===== src/rtl/cart_clock_pkg.sv =====
package cart_clock_pkg;
  localparam int SEC_W = 6;
  localparam int MIN_W = 6;
  localparam int HR_W  = 5;
  localparam int DAY_W = 9;
  localparam int SEC_MOD = 60;
  localparam int MIN_MOD = 60;
  localparam int HR_MOD  = 24;
  localparam int SEL_W = 3;
  localparam int BYTE_W = 8;

  typedef struct packed {
    logic             ovf;
    logic [DAY_W-1:0] day;
    logic [HR_W-1:0]  hr;
    logic [MIN_W-1:0] mn;
    logic [SEC_W-1:0] sec;
  } clk_time_t;

  function automatic logic [BYTE_W-1:0] pick_byte(clk_time_t t, logic [SEL_W-1:0] sel);
    logic [BYTE_W-1:0] b;
    b = '1;
    case (sel)
      3'd0: b = BYTE_W'(t.sec);
      3'd1: b = BYTE_W'(t.mn);
      3'd2: b = BYTE_W'(t.hr);
      3'd3: b = t.day[BYTE_W-1:0];
      3'd4: b = {t.ovf, 6'd0, t.day[DAY_W-1]};
      default: b = '1;
    endcase
    return b;
  endfunction
endpackage


===== src/rtl/cart_clock_counter.sv =====
module cart_clock_counter
  import cart_clock_pkg::*;
(
  input  logic              clk,
  input  logic              rst,
  input  logic              tick,
  input  logic              ld_en,
  input  logic [SEL_W-1:0]  ld_sel,
  input  logic [BYTE_W-1:0] ld_data,
  output clk_time_t         now
);
  localparam logic [SEC_W-1:0] SEC_LAST = SEC_W'(SEC_MOD - 1);
  localparam logic [MIN_W-1:0] MIN_LAST = MIN_W'(MIN_MOD - 1);
  localparam logic [HR_W-1:0]  HR_LAST  = HR_W'(HR_MOD - 1);

  logic sec_wrap, mn_wrap, hr_wrap, day_wrap;
  clk_time_t nxt;

  always_comb begin
    sec_wrap = now.sec >= SEC_LAST;
    mn_wrap  = now.mn  >= MIN_LAST;
    hr_wrap  = now.hr  >= HR_LAST;
    day_wrap = &now.day;
    nxt = now;
    nxt.sec = sec_wrap ? '0 : now.sec + 1'b1;
    if (sec_wrap) begin
      nxt.mn = mn_wrap ? '0 : now.mn + 1'b1;
      if (mn_wrap) begin
        nxt.hr = hr_wrap ? '0 : now.hr + 1'b1;
        if (hr_wrap) begin
          nxt.day = now.day + 1'b1;
          if (day_wrap) nxt.ovf = 1'b1;
        end
      end
    end
  end

  always_ff @(posedge clk) begin
    if (rst) begin
      now <= '0;
    end else if (ld_en) begin
      case (ld_sel)
        3'd0: now.sec <= ld_data[SEC_W-1:0];
        3'd1: now.mn  <= ld_data[MIN_W-1:0];
        3'd2: now.hr  <= ld_data[HR_W-1:0];
        3'd3: now.day[BYTE_W-1:0] <= ld_data;
        3'd4: begin
          now.day[DAY_W-1] <= ld_data[0];
          now.ovf          <= ld_data[BYTE_W-1];
        end
        default: ;
      endcase
    end else if (tick) begin
      now <= nxt;
    end
  end

  AST_SEC_WRAP: assert property (@(posedge clk) disable iff (rst)
    (tick && !ld_en && now.sec == SEC_LAST) |=> (now.sec == '0));

  AST_OVF_STICKY: assert property (@(posedge clk) disable iff (rst)
    (now.ovf && !(ld_en && ld_sel == 3'd4)) |=> now.ovf);

  AST_DAY_ROLL: assert property (@(posedge clk) disable iff (rst)
    (tick && !ld_en && now.sec == SEC_LAST && now.mn == MIN_LAST &&
     now.hr == HR_LAST && (&now.day)) |=> (now.day == '0 && now.ovf));
endmodule


===== src/rtl/cart_clock_ctrl.sv =====
module cart_clock_ctrl
  import cart_clock_pkg::*;
#(
  parameter int BANK_W = 2
) (
  input  logic              clk,
  input  logic              rst,
  input  logic              wr_en,
  input  logic [2:0]        region,
  input  logic [BYTE_W-1:0] wr_data,
  output logic              acc_en,
  output logic              clk_mode,
  output logic [SEL_W-1:0]  sel,
  output logic [BANK_W-1:0] ram_bank,
  output logic              cap
);
  localparam logic [2:0] RG_EN    = 3'd0;
  localparam logic [2:0] RG_SEL   = 3'd2;
  localparam logic [2:0] RG_LATCH = 3'd3;
  localparam logic [BYTE_W-1:0] BANK_LIM = BYTE_W'(1 << BANK_W);

  logic latched;
  logic wr_en_rg, wr_sel_rg, wr_latch_rg;

  assign wr_en_rg    = wr_en && region == RG_EN;
  assign wr_sel_rg   = wr_en && region == RG_SEL;
  assign wr_latch_rg = wr_en && region == RG_LATCH;
  assign cap = wr_latch_rg && !latched && wr_data == 8'h01;

  always_ff @(posedge clk) begin
    if (rst) begin
      acc_en   <= 1'b0;
      clk_mode <= 1'b0;
      sel      <= '0;
      ram_bank <= '0;
      latched  <= 1'b0;
    end else begin
      if (wr_en_rg) begin
        if (wr_data == 8'h0A)      acc_en <= 1'b1;
        else if (wr_data == 8'h00) acc_en <= 1'b0;
      end
      if (wr_sel_rg) begin
        if (wr_data < BANK_LIM) begin
          ram_bank <= wr_data[BANK_W-1:0];
          clk_mode <= 1'b0;
        end else if (wr_data >= 8'h08 && wr_data <= 8'h0C) begin
          sel      <= SEL_W'(wr_data - 8'h08);
          clk_mode <= 1'b1;
        end
      end
      if (cap) latched <= 1'b1;
      else if (wr_latch_rg && latched && wr_data == 8'h00) latched <= 1'b0;
    end
  end

  AST_MODE_SRC: assert property (@(posedge clk) disable iff (rst)
    $rose(clk_mode) |-> $past(wr_en && region == RG_SEL &&
                              wr_data >= 8'h08 && wr_data <= 8'h0C));

  AST_NO_DOUBLE_CAP: assert property (@(posedge clk) disable iff (rst)
    cap |=> !(wr_latch_rg && wr_data == 8'h01 && cap));
endmodule


===== src/rtl/cart_clock_snap.sv =====
module cart_clock_snap
  import cart_clock_pkg::*;
(
  input  logic              clk,
  input  logic              rst,
  input  logic              cap,
  input  clk_time_t         now,
  input  logic [SEL_W-1:0]  sel,
  output logic [BYTE_W-1:0] snap_byte
);
  clk_time_t snap_q;

  always_ff @(posedge clk) begin
    if (rst)      snap_q <= '0;
    else if (cap) snap_q <= now;
  end

  assign snap_byte = pick_byte(snap_q, sel);

  AST_SNAP_HOLD: assert property (@(posedge clk) disable iff (rst)
    !cap |=> $stable(snap_q));
endmodule


===== src/rtl/cart_clock_top.sv =====
module cart_clock_top
  import cart_clock_pkg::*;
#(
  parameter int BANK_W = 2
) (
  input  logic              clk,
  input  logic              rst,
  input  logic              tick,
  input  logic [2:0]        addr_region,
  input  logic              wr_en,
  input  logic [7:0]        wr_data,
  input  logic              rd_en,
  output logic [7:0]        rd_data,
  output logic [BANK_W-1:0] ram_bank
);
  localparam logic [2:0] RG_WIN = 3'd5;

  logic             acc_en, clk_mode, cap, win_open, ld_en;
  logic [SEL_W-1:0] sel;
  logic [7:0]       snap_byte;
  clk_time_t        now;

  cart_clock_ctrl #(.BANK_W(BANK_W)) u_ctrl (
    .clk(clk), .rst(rst), .wr_en(wr_en), .region(addr_region),
    .wr_data(wr_data), .acc_en(acc_en), .clk_mode(clk_mode),
    .sel(sel), .ram_bank(ram_bank), .cap(cap)
  );

  assign win_open = addr_region == RG_WIN && acc_en && clk_mode;
  assign ld_en    = wr_en && win_open;

  cart_clock_counter u_cnt (
    .clk(clk), .rst(rst), .tick(tick), .ld_en(ld_en),
    .ld_sel(sel), .ld_data(wr_data), .now(now)
  );

  cart_clock_snap u_snap (
    .clk(clk), .rst(rst), .cap(cap), .now(now),
    .sel(sel), .snap_byte(snap_byte)
  );

  always_ff @(posedge clk) begin
    if (rst)        rd_data <= 8'hFF;
    else if (rd_en) rd_data <= win_open ? snap_byte : 8'hFF;
  end

  AST_RD_CLOSED: assert property (@(posedge clk) disable iff (rst)
    (rd_en && !acc_en) |=> (rd_data == 8'hFF));
endmodule


===== config.mk =====
export PLATFORM = sky130hd
export DESIGN_NAME = cart_clock_top
export DESIGN_NICKNAME = d
export VERILOG_FILES = /design/src/rtl/cart_clock_pkg.sv /design/src/rtl/cart_clock_counter.sv /design/src/rtl/cart_clock_ctrl.sv /design/src/rtl/cart_clock_snap.sv /design/src/rtl/cart_clock_top.sv
export SDC_FILE = /design/constraint.sdc
export NUM_CORES = 1
export LEC_CHECK = 0
export BUFFER_PORTS_ARGS = -buffer_cell sky130_fd_sc_hd__clkbuf_2
export CAP_MARGIN = 20
export CELL_PAD_IN_SITES_DETAIL_PLACEMENT = 2
export CELL_PAD_IN_SITES_GLOBAL_PLACEMENT = 2
export CORE_MARGIN = 3
export CORE_UTILIZATION = 33
export CTS_BUF_LIST = sky130_fd_sc_hd__clkbuf_8 sky130_fd_sc_hd__clkbuf_16
export CTS_CLUSTER_DIAMETER = 50
export DETAILED_ROUTE_END_ITERATION = 8
export PLACE_DENSITY = 0.77
export SLEW_MARGIN = 20
export SYNTH_ARGS = -nofsm -noshare
export SYNTH_HDL_FRONTEND = slang
export SYNTH_SLANG_ARGS = --single-unit

===== constraint.sdc =====
create_clock -name clk -period 1.8 [get_ports clk]
set_input_delay 0 -clock clk [delete_from_list [all_inputs] [get_ports clk]]
set_output_delay 0 -clock clk [all_outputs]
set_load 0.1 [all_outputs]

==> results of run 1 <==
==> cell usage after synthesis (all sizes together), types with 2 or more instances <==
| cell type | number | area, sq um |
|---|---|---|
| clkbuf | 13 | 48.80 |
| and3 | 8 | 51.30 |
| and2 | 2 | 12.51 |
| nand3b | 2 | 15.01 |
| buf | 8 | 75.07 |
| xor2 | 3 | 26.28 |
| nand4b | 3 | 32.53 |
| nand2 | 18 | 67.56 |
| o221ai | 2 | 17.52 |
| o22ai | 2 | 12.51 |
| mux2 | 2 | 22.52 |
| a211oi | 4 | 30.03 |
| nor3b | 10 | 80.07 |
| mux2i | 36 | 360.4 |
| and4b | 2 | 21.27 |
| nor4 | 4 | 40.04 |
| a31oi | 4 | 25.02 |
| nor2 | 63 | 239.0 |
| nor3 | 9 | 45.04 |
| a21oi | 18 | 90.09 |
| a311oi | 2 | 17.52 |
| o21ai | 36 | 180.2 |
| a21o | 4 | 30.03 |
| o211ai | 2 | 20.02 |
| nor2b | 3 | 18.77 |
| dfxtp | 70 | 1401 |
| nand3 | 21 | 105.1 |
| nand2b | 14 | 87.58 |
| inv | 4 | 15.01 |
| o31ai | 2 | 15.01 |
| o2111a | 2 | 22.52 |
| ha | 5 | 62.56 |
| o21a | 3 | 22.52 |
| mux4 | 4 | 90.09 |
==> sequential cells by signal (all words and copies together) (netlist names) <==
signal and flops:
u_ctrl.acc_en 1, u_ctrl.latched 1, u_cnt.now 27, u_ctrl.clk_mode 1, u_ctrl.sel 3, rd_data 8, u_snap.snap_q 27, u_ctrl.ram_bank 2
==> worst register-to-register path: cells and delay by family (launching register included) <==
| family | cells | cell delay [ps] |
|---|---|---|
| AND/OR/NAND/NOR | 2 | 540 |
| buffers and inverters | 1 | 240 |
| flip-flops | 1 | 380 |
| AO/OA/AOI/OAI | 3 | 530 |
==> cells by family after synthesis <==
| group | Yosys count | share of synthesized area [%] |
|---|---|---|
| adder cells (fa/ha/maj) | 5 | 1.774 |
| multiplexers | 42 | 13.41 |
| flip-flops | 70 | 39.73 |
| XOR/XNOR | 3 | 0.7451 |
| buffers and inverters | 25 | 3.937 |
| AO/OA/AOI/OAI | 92 | 16.46 |
| AND/OR/NAND/NOR | 163 | 23.94 |
==> power by group <==
| part | leakage (nW) | internal [mW] | switching [mW] | total [mW] |
|---|---|---|---|---|
| clock | 0.110 | 0.704 | 0.617 | 1.32 |
| sequential | 0.567 | 1.56 | 0.00488 | 1.56 |
| combinational | 0.929 | 0.0596 | 0.111 | 0.171 |
| total | 1.61 | 2.32 | 0.733 | 3.05 |
==> area by class of cell <==
class                           instances  area share [%]
Clock inverter                          5           1.113
Sequential cell                        70           32.08
Timing Repair Buffer                   68           10.90
Inverter                                4          0.3425
Tap cell                              136           3.881
Multi-Input combinational cell        305           48.23
Clock buffer                           11           3.453
==> worst max path at each step <==
stage,to,cells after the start
detailed placement,u_cnt.now[15],6
floorplan,u_cnt.now[19],7
CTS,u_cnt.now[26],7
global placement,u_cnt.now[14],6
global route,u_cnt.now[8],6
finish,u_cnt.now[8],6
==> routing by layer <==
metal | up-vias | routed length, um
met3 | 24 | 385
met4 | 0 | 387
li1 | 1575 | -
met2 | 65 | 6400
met5 | - | 0
met1 | 1729 | 5964
==> per-stage QoR <==
stage / TNS, ps / setup WS, ps / hold slack (ps)
global placement: 0 / 10.05 / 330.6
CTS: 0 / 0.7458 / 10.59
floorplan: 0 / 83.55 / 143.9
detailed placement: -192.2 / -129.6 / 350.2
global route: -68.11 / -25.27 / 36.95
finish: 0 / 35.93 / 25.72
==> what timing repair did <==
item / CTS / global route
pin swaps: 0 / 6
endpoints found under the setup margin: 9 / 28
setup buffers: 0 / 1
gates resized for setup: 5 / 26
hold endpoints to repair: 4 / 0
hold buffers: 2 / 0
==> impl_metrics.ini, run 1 <==
[placement]
dp_cells = 580
placed_area_sq_mm = 0.004030
io_buffers = 25
gp_congestion = 0.8329
hpwl_mm = 9.028

[setup_path]
worstPathArrival_ps = 2050
crit_fanout = 5
slowest_delay_ps = 380
cp_num_buf_inv = 1
critPathTopFamily = simple AND/OR/NAND/NOR gates
reg2reg_from = u_ctrl.acc_en
reg2regPathDepth = 6
cp_cell_sequence = and4b_1, nand2_1, buf_4, o21ai_2, o21ai_0, a21oi_1
worstSetupStartpointType = register
critPathRequiredTime_ps = 2090
cpMaxStageDelayCell = dfxtp_1
rr_endpoint = u_cnt.now[8]
worstSetupPathType = register to register
rrSetupSlack_ps = 40
crit_start = u_ctrl.acc_en
crit_path_end_kind = register

[min_path]
hold_path_class = input pin to register
whs_path_depth = 4
min_to = u_cnt.now[23]
min-delay-start = wr_data[6]

[finish]
nNetsFinal = 479
layout_common_cells = dfxtp_1, nor2_1, buf_4
final_common_cell = dfxtp_1
synthToLayoutAreaGrowth_pct = 24.30
drive_above_1_share_pct = 25.05
utilization_pct = 42.28
fill_cells = 1135
antenna_cells = 0
fin_cells = 599
final-seq-area_sq_mm = 0.001406
multiInputGateArea_sq_mm = 0.002115
stdcell_area_sq_mm = 0.004384

[global_routing]
grt.overflow.total = 0
grtUsageMet1_pct = 28.05
grt_max_degree = 59
gr-usage-met2_pct = 38.62
grtUsageTotal_pct = 22.28
grt_pass1_wl_mm = 19.96
grt_use_met3_pct = 2.466
busiest_layer = met2
antenna_found_initial = 0
grt_pass1_vias = 3604

[die]
die_w_um = 109.4
die_y_um = 109.4
rows = 37
core_area_sq_mm = 0.01037
ios = 26
die-area_sq_mm = 0.01197
start_util_pct = 34.01

[power]
leakagePower_nw = 1.606
vdd_drop_max_uv = 256.3
p_total_mw = 3.052
power_density_mw_per_mm2 = 696.2

[sta]
period_share_pct = 98.00
max_freq_mhz = 566.9
period_minus_slack_ps = 1764
setup_viol = 0
maxSlewViolCount = 0
worst_slew_margin_rel_pct = 63.93
tightest_slew_ps = 543.4
skew_ps = 14.23
final-hold-violation-count = 0

[logic_synthesis]
synthCells = 400
synth_edf_count = 0
synth_ff_type = dfxtp_1
synth_cell_types = 60
synth_warnings = 0
async_reset_ff_share_pct = 0
avgSynthCellArea_sq_um = 8.818
netlist_area_sq_mm = 0.003527
seq_area_frac_synth_pct = 39.73
synth_fp_nets = 421
ys_seq_elements = 70

[clock_network]
htree_levels = 3
numCtsBuffers = 9
cts_buffer_depth = 2
root_buffer = clkbuf_8
clk_latency_ps = 360
path_clk_slew_ps = 70
cts_tree = done
cts_sinks = 70

[routing]
viasPerCell = 5.664
wire_per_inst_um = 21.93
wirelength_mm = 13.14
drt_iter0_drc = 243
ant_nets = 0
route.detailed.drc = 0
first_pass_iters = 4
num_vias = 3393

[status]
status = finished clean

[job]
maxCapViolCount = 0
Power figures use the tool's default switching activity.
==> run 2: changes to the inputs <==
--- a/config.mk
+++ b/config.mk
@@ -18,4 +18,5 @@
 export SLEW_MARGIN = 20
 export SYNTH_ARGS = -nofsm -noshare
 export SYNTH_HDL_FRONTEND = slang
+export SYNTH_HIERARCHICAL = 1
 export SYNTH_SLANG_ARGS = --single-unit
==> constraint.sdc (replaced) <==
create_clock -name clk -period 1.8 [get_ports clk]
set_input_delay 0.09 -clock clk [delete_from_list [all_inputs] [get_ports clk]]
set_output_delay 0.09 -clock clk [all_outputs]
set_load 0.1 [all_outputs]
==> run 2 against run 1 <==
Against the previous run:
- the run now ends with setup timing left
- sequential share of layout area shrank 6.3 points
- non-clock buffer count grew 43
- clock power grew 39%
- setup slack lost 180 ps
- count of clock-buffer cells in the layout shrank 1
- synthesized cell count grew 5.8%
- first-iteration DRC count grew 61%
==> impl_metrics.ini, run 2 <==
[power]
vdd_drop_max_uv = 683.8
leakagePower_nw = 1.930
power_density_mw_per_mm2 = 658.6

[finish]
final-seq-area_sq_mm = 0.001405
nNetsFinal = 539
fin_cells = 663
fill_cells = 1107
antenna_cells = 0
top_regs = u_cnt/now: 27 flops, u_snap/snap_q: 27 flops, rd_data: 8 flops
multiInputGateArea_sq_mm = 0.002620
final_common_cell = buf_4
layout_common_cells = buf_4, dfxtp_1, nor2_1
drive_above_1_share_pct = 39.39
synthToLayoutAreaGrowth_pct = 45.64

[sta]
setup_viol = 19
maxSlewViolCount = 0
skew_ps = 10.97
max_freq_mhz = 514.1
worst_slew_margin_rel_pct = 45.11
holdWs_ps = 138.0
period_minus_slack_ps = 1945
rsz0062_at_grt = yes
setup_ws_ps = -145.3
period_share_pct = 108.1
final-hold-violation-count = 0
tightest_slew_ps = 822.5

[placement]
gp_congestion = 0.8657
io_buffers = 25
dp_slack_ps = -215.9
hpwl_mm = 10.09
dp_cells = 625

[status]
violations = setup timing
status = finished, violations left

[global_routing]
grt.overflow.total = 0
grtUsageTotal_pct = 26.31
grt_pass1_vias = 4340
antenna_found_initial = 0
grt_max_degree = 52
grt_pass1_wl_mm = 25.72

[logic_synthesis]
netlist_area_sq_mm = 0.003745
async_reset_ff_share_pct = 0
avgSynthCellArea_sq_um = 8.853
yosysTopAreaCellShare_pct = 37.42
synth_cell_types = 60
synthTopCellsByArea = dfxtp_1, mux2i_1, nor2_1
synth_edf_count = 0
synth.most_common_cell = dfxtp_1
synth_top_area_cell = dfxtp_1
synth.top_cells.by_count = dfxtp_1, nor2_1, mux2i_1, a21oi_1, nand2b_1
synth_fp_nets = 444
ys_seq_elements = 70
seq_area_frac_synth_pct = 37.42
synthCells = 423
synth_ff_type = dfxtp_1
synth_warnings = 6

[setup_path]
worstSetupPathType = register to register
worstSetupStartpointType = register
critPathRequiredTime_ps = 2020
crit_fanout = 8
worstPathArrival_ps = 2170
crit_path_end_kind = register

[clock_network]
numCtsBuffers = 9
cts_buffer_depth = 2
path_clk_slew_ps = 60
clk_latency_ps = 350
htree_levels = 3
hold_buffers = 0
cts_tree = done
root_buffer = clkbuf_16
cts_sinks = 70

[die]
die-area_sq_mm = 0.01266
die_w_um = 112.5
core_area_sq_mm = 0.01098
ios = 26
start_util_pct = 34.10
rows = 38
die_y_um = 112.5

[routing]
first_pass_iters = 5
num_vias = 4137
viasPerCell = 6.240
ant_nets = 0
drt_iter0_drc = 392
wire_per_inst_um = 28.93
route.detailed.drc = 0
wirelength_mm = 19.18

[job]
maxCapViolCount = 0

[min_path]
hold_path_class = input pin to register
==> run 2: power by group <==
| group | leakage, nW | internal (mW) | switching (mW) |
|---|---|---|---|
| clock | 0.156 | 1.10 | 0.742 |
| sequential | 0.566 | 1.55 | 0.00349 |
| combinational | 1.21 | 0.0683 | 0.127 |
==> run 2: final timing paths <==
check                           cells after the start               start                 end  slack [ps]
worst max-delay path                                8       u_ctrl/acc_en       u_cnt/now[14]        -150
worst min-delay path                                3          wr_data[2]       u_ctrl/sel[2]         140
worst max register to register                      8       u_ctrl/acc_en       u_cnt/now[14]        -150
worst min register to register                      2  u_ctrl/ram_bank[0]  u_ctrl/ram_bank[0]         490
==> run 2: cell families after synthesis <==
kind of cell	share of synthesized area (%)
DFF	37.42
adders and majority gates	1.671
and+or+nand+nor	22.29
AOI/OAI and AO/OA	22.59
buffers and inverters	5.345
muxes	10.69
==> run 2: cell type report <==
class | count | area share (%)
clock inverter | 6 | 1.009
sequential | 70 | 25.76
clock buffer | 10 | 4.382
inverter | 8 | 0.5965
tap | 140 | 3.212
timing repair buffer | 111 | 17.00
multi-input combinational | 318 | 48.04
==> run 2: routing by layer <==
| metal | up-vias | GRT usage, % | wire length (um) |
|---|---|---|---|
| li1 | 1786 | - | - |
| met1 | 2123 | 33.59 | 8100 |
| met2 | 180 | 44.62 | 9457 |
| met3 | 48 | 5.445 | 966 |
| met4 | 0 | 8.173 | 653 |
| met5 | - | 0 | 0 |
==> run 2: per-stage QoR <==
step / total power, mW / instance area (sq um) / utilization (%) / TNS (ps)
floorplan: 1.668 / 3784 / - / -56.78
global placement: 1.744 / 4415 / 40.20 / -760.5
detailed placement: 1.750 / 4415 / 40.20 / -3210
CTS: 3.559 / 4995 / 45.48 / -303.6
global route: 3.695 / 5454 / 49.66 / -2207
finish: 3.592 / 5454 / 49.66 / -1149
==> run 2: critical path, cell delays in order (launching register included) <==
cell,delay (ps)
dfxtp_2,350
nand3b_4,90
nor2_4,140
buf_12,150
buf_12,130
nand3b_1,190
o21a_2,310
o311ai_2,330
o31ai_2,120
==> run 2: timing repair <==
action                     in CTS  in global routing
setup endpoints to repair      28                 31
cloned                          0                  2
buffers inserted                8                 12
gates resized for setup        49                 62
pin swaps                      12                 31
==> run 3: changes to the inputs <==
--- a/config.mk
+++ b/config.mk
@@ -18,5 +18,4 @@
 export SLEW_MARGIN = 20
 export SYNTH_ARGS = -nofsm -noshare
 export SYNTH_HDL_FRONTEND = slang
-export SYNTH_HIERARCHICAL = 1
 export SYNTH_SLANG_ARGS = --single-unit
==> run 3 against run 2 <==
Against the previous run:
- cell count down 8.1%
- first-iteration DRC count down 31%
- critical path depth down 1
- fmax up 5.0%
- combinational power down 7%
- sequential power about the same
- highest routed layer unchanged
- register-to-register slack better by 90 ps
- critical path type unchanged
- the flow still finishes with violations (setup timing)
- non-clock buffer count down 34
==> impl_metrics.ini, run 3 (synthesized netlist as in run 1, its figures left out) <==
[die]
die_w_um = 109.4
die-area_sq_mm = 0.01197
start_util_pct = 34.01
rows = 37
ios = 26
die_y_um = 109.4
core_area_sq_mm = 0.01037

[setup_path]
critPathRequiredTime_ps = 2070
crit_path_end_kind = register
worstSetupPathType = register to register
reg2reg_from = u_cnt.now[0]
worstSetupStartpointType = register
crit_fanout = 8
worstPathArrival_ps = 2120
crit_start = u_cnt.now[0]

[finish]
antenna_cells = 0
final_common_cell = dfxtp_1
stdcell_area_sq_mm = 0.004533
layout_common_cells = dfxtp_1, nor2_1, buf_4
final-seq-area_sq_mm = 0.001406
utilization_pct = 43.71
multiInputGateArea_sq_mm = 0.002167
fill_cells = 1147
nNetsFinal = 489
synthToLayoutAreaGrowth_pct = 28.52
drive_above_1_share_pct = 28.96
top_regs = u_cnt.now: 27 flops, u_snap.snap_q: 27 flops, rd_data: 8 flops

[job]
maxCapViolCount = 0

[clock_network]
hold_buffers = 0
cts_tree = done
cts_buffer_depth = 2
cts_sinks = 70
clk_latency_ps = 370
path_clk_slew_ps = 90
htree_levels = 3
root_buffer = clkbuf_8
numCtsBuffers = 9

[sta]
final-hold-violation-count = 0
setup_ws_ps = -53.51
period_minus_slack_ps = 1854
setup_viol = 3
tightest_slew_ps = 542.6
skew_ps = 18.44
worst_slew_margin_rel_pct = 63.98
maxSlewViolCount = 0
rsz0062_at_grt = yes
setup-tns-final_ps = -97.68
period_share_pct = 103.0
max_freq_mhz = 539.5

[power]
p_total_mw = 3.254
vdd_drop_max_uv = 313.3
leakagePower_nw = 1.655
power_density_mw_per_mm2 = 717.8

[routing]
route.detailed.drc = 0
num_vias = 3630
wire_per_inst_um = 26.46
wirelength_mm = 16.12
ant_nets = 0
drt_iter0_drc = 271
first_pass_iters = 4
viasPerCell = 5.961

[global_routing]
grt.overflow.total = 0
grt_max_degree = 72
grt_pass1_vias = 3701
grtUsageTotal_pct = 23.49
antenna_found_initial = 0
grt_pass1_wl_mm = 20.97

[placement]
placed_area_sq_mm = 0.004068
gp_congestion = 0.8563
hpwl_mm = 9.704
io_buffers = 25
dp_slack_ps = -68.03

[status]
status = finished, violations left
violations = setup timing

[min_path]
min-delay-start = wr_data[1]
hold_path_class = input pin to register
run 3: changes by cell type in the layout (fill, tap and decap cells not counted), sizes merged, moves of 9 or more:
cell   delta
nor3b     +9
o31ai     -9
nor2     +17
o21ai    +10
buf      -32
o22ai    -12
nand3    +12
run 3: what timing repair did:
| action | in CTS | in global routing |
|---|---|---|
| buffers inserted | 0 | 8 |
| pin swaps | 0 | 7 |
| gates resized for setup | 9 | 34 |
| cloned | 0 | 1 |
| endpoints found under the setup margin | 14 | 28 |
run 3: metrics by stage:
step	std cells	hold WS (ps)
after detailed placement	585	465.6
after CTS	601	98.12
after floorplan	400	233.9
after global routing	609	135.6
after global placement	585	448.8
final	609	140.9
run 3: area by class of cell:
cell class / count / area share, %
Tap cell: 136 / 3.754
Timing Repair Buffer: 77 / 12.17
Sequential cell: 70 / 31.02
Clock buffer: 10 / 3.036
Multi-Input combinational cell: 306 / 47.81
Clock inverter: 6 / 1.877
Inverter: 4 / 0.3312
run 3: worst paths after layout:
check / to / slack, ps / cells after the start
worst min-delay path: u_ctrl.ram_bank[1] / 140 / 3
worst min register to register: u_cnt.now[26] / 480 / 2
worst max-delay path: u_cnt.now[25] / -50 / 7
worst max register to register: u_cnt.now[25] / -50 / 7
run 3: critical path, stage by stage, from the launching register on:
cell	delay (ps)
dfxtp_1	360
ha_1	210
o2111a_2	250
o211ai_4	150
buf_4	200
o22ai_4	190
nor2_1	130
a311oi_2	290
run 3: power by group:
part	switching (mW)	internal [mW]
logic	0.122	0.0605
registers	0.00611	1.56
clock network	0.696	0.814
total	0.824	2.43
run 3: metal layers:
metal | up-vias | track usage, % | part of all wire, %
met5 | - | 0 | 0
li1 | 1596 | - | -
met1 | 1867 | 28.59 | 40
met3 | 52 | 3.230 | 4.1
met4 | 0 | 11.04 | 5.3
met2 | 115 | 40.80 | 51
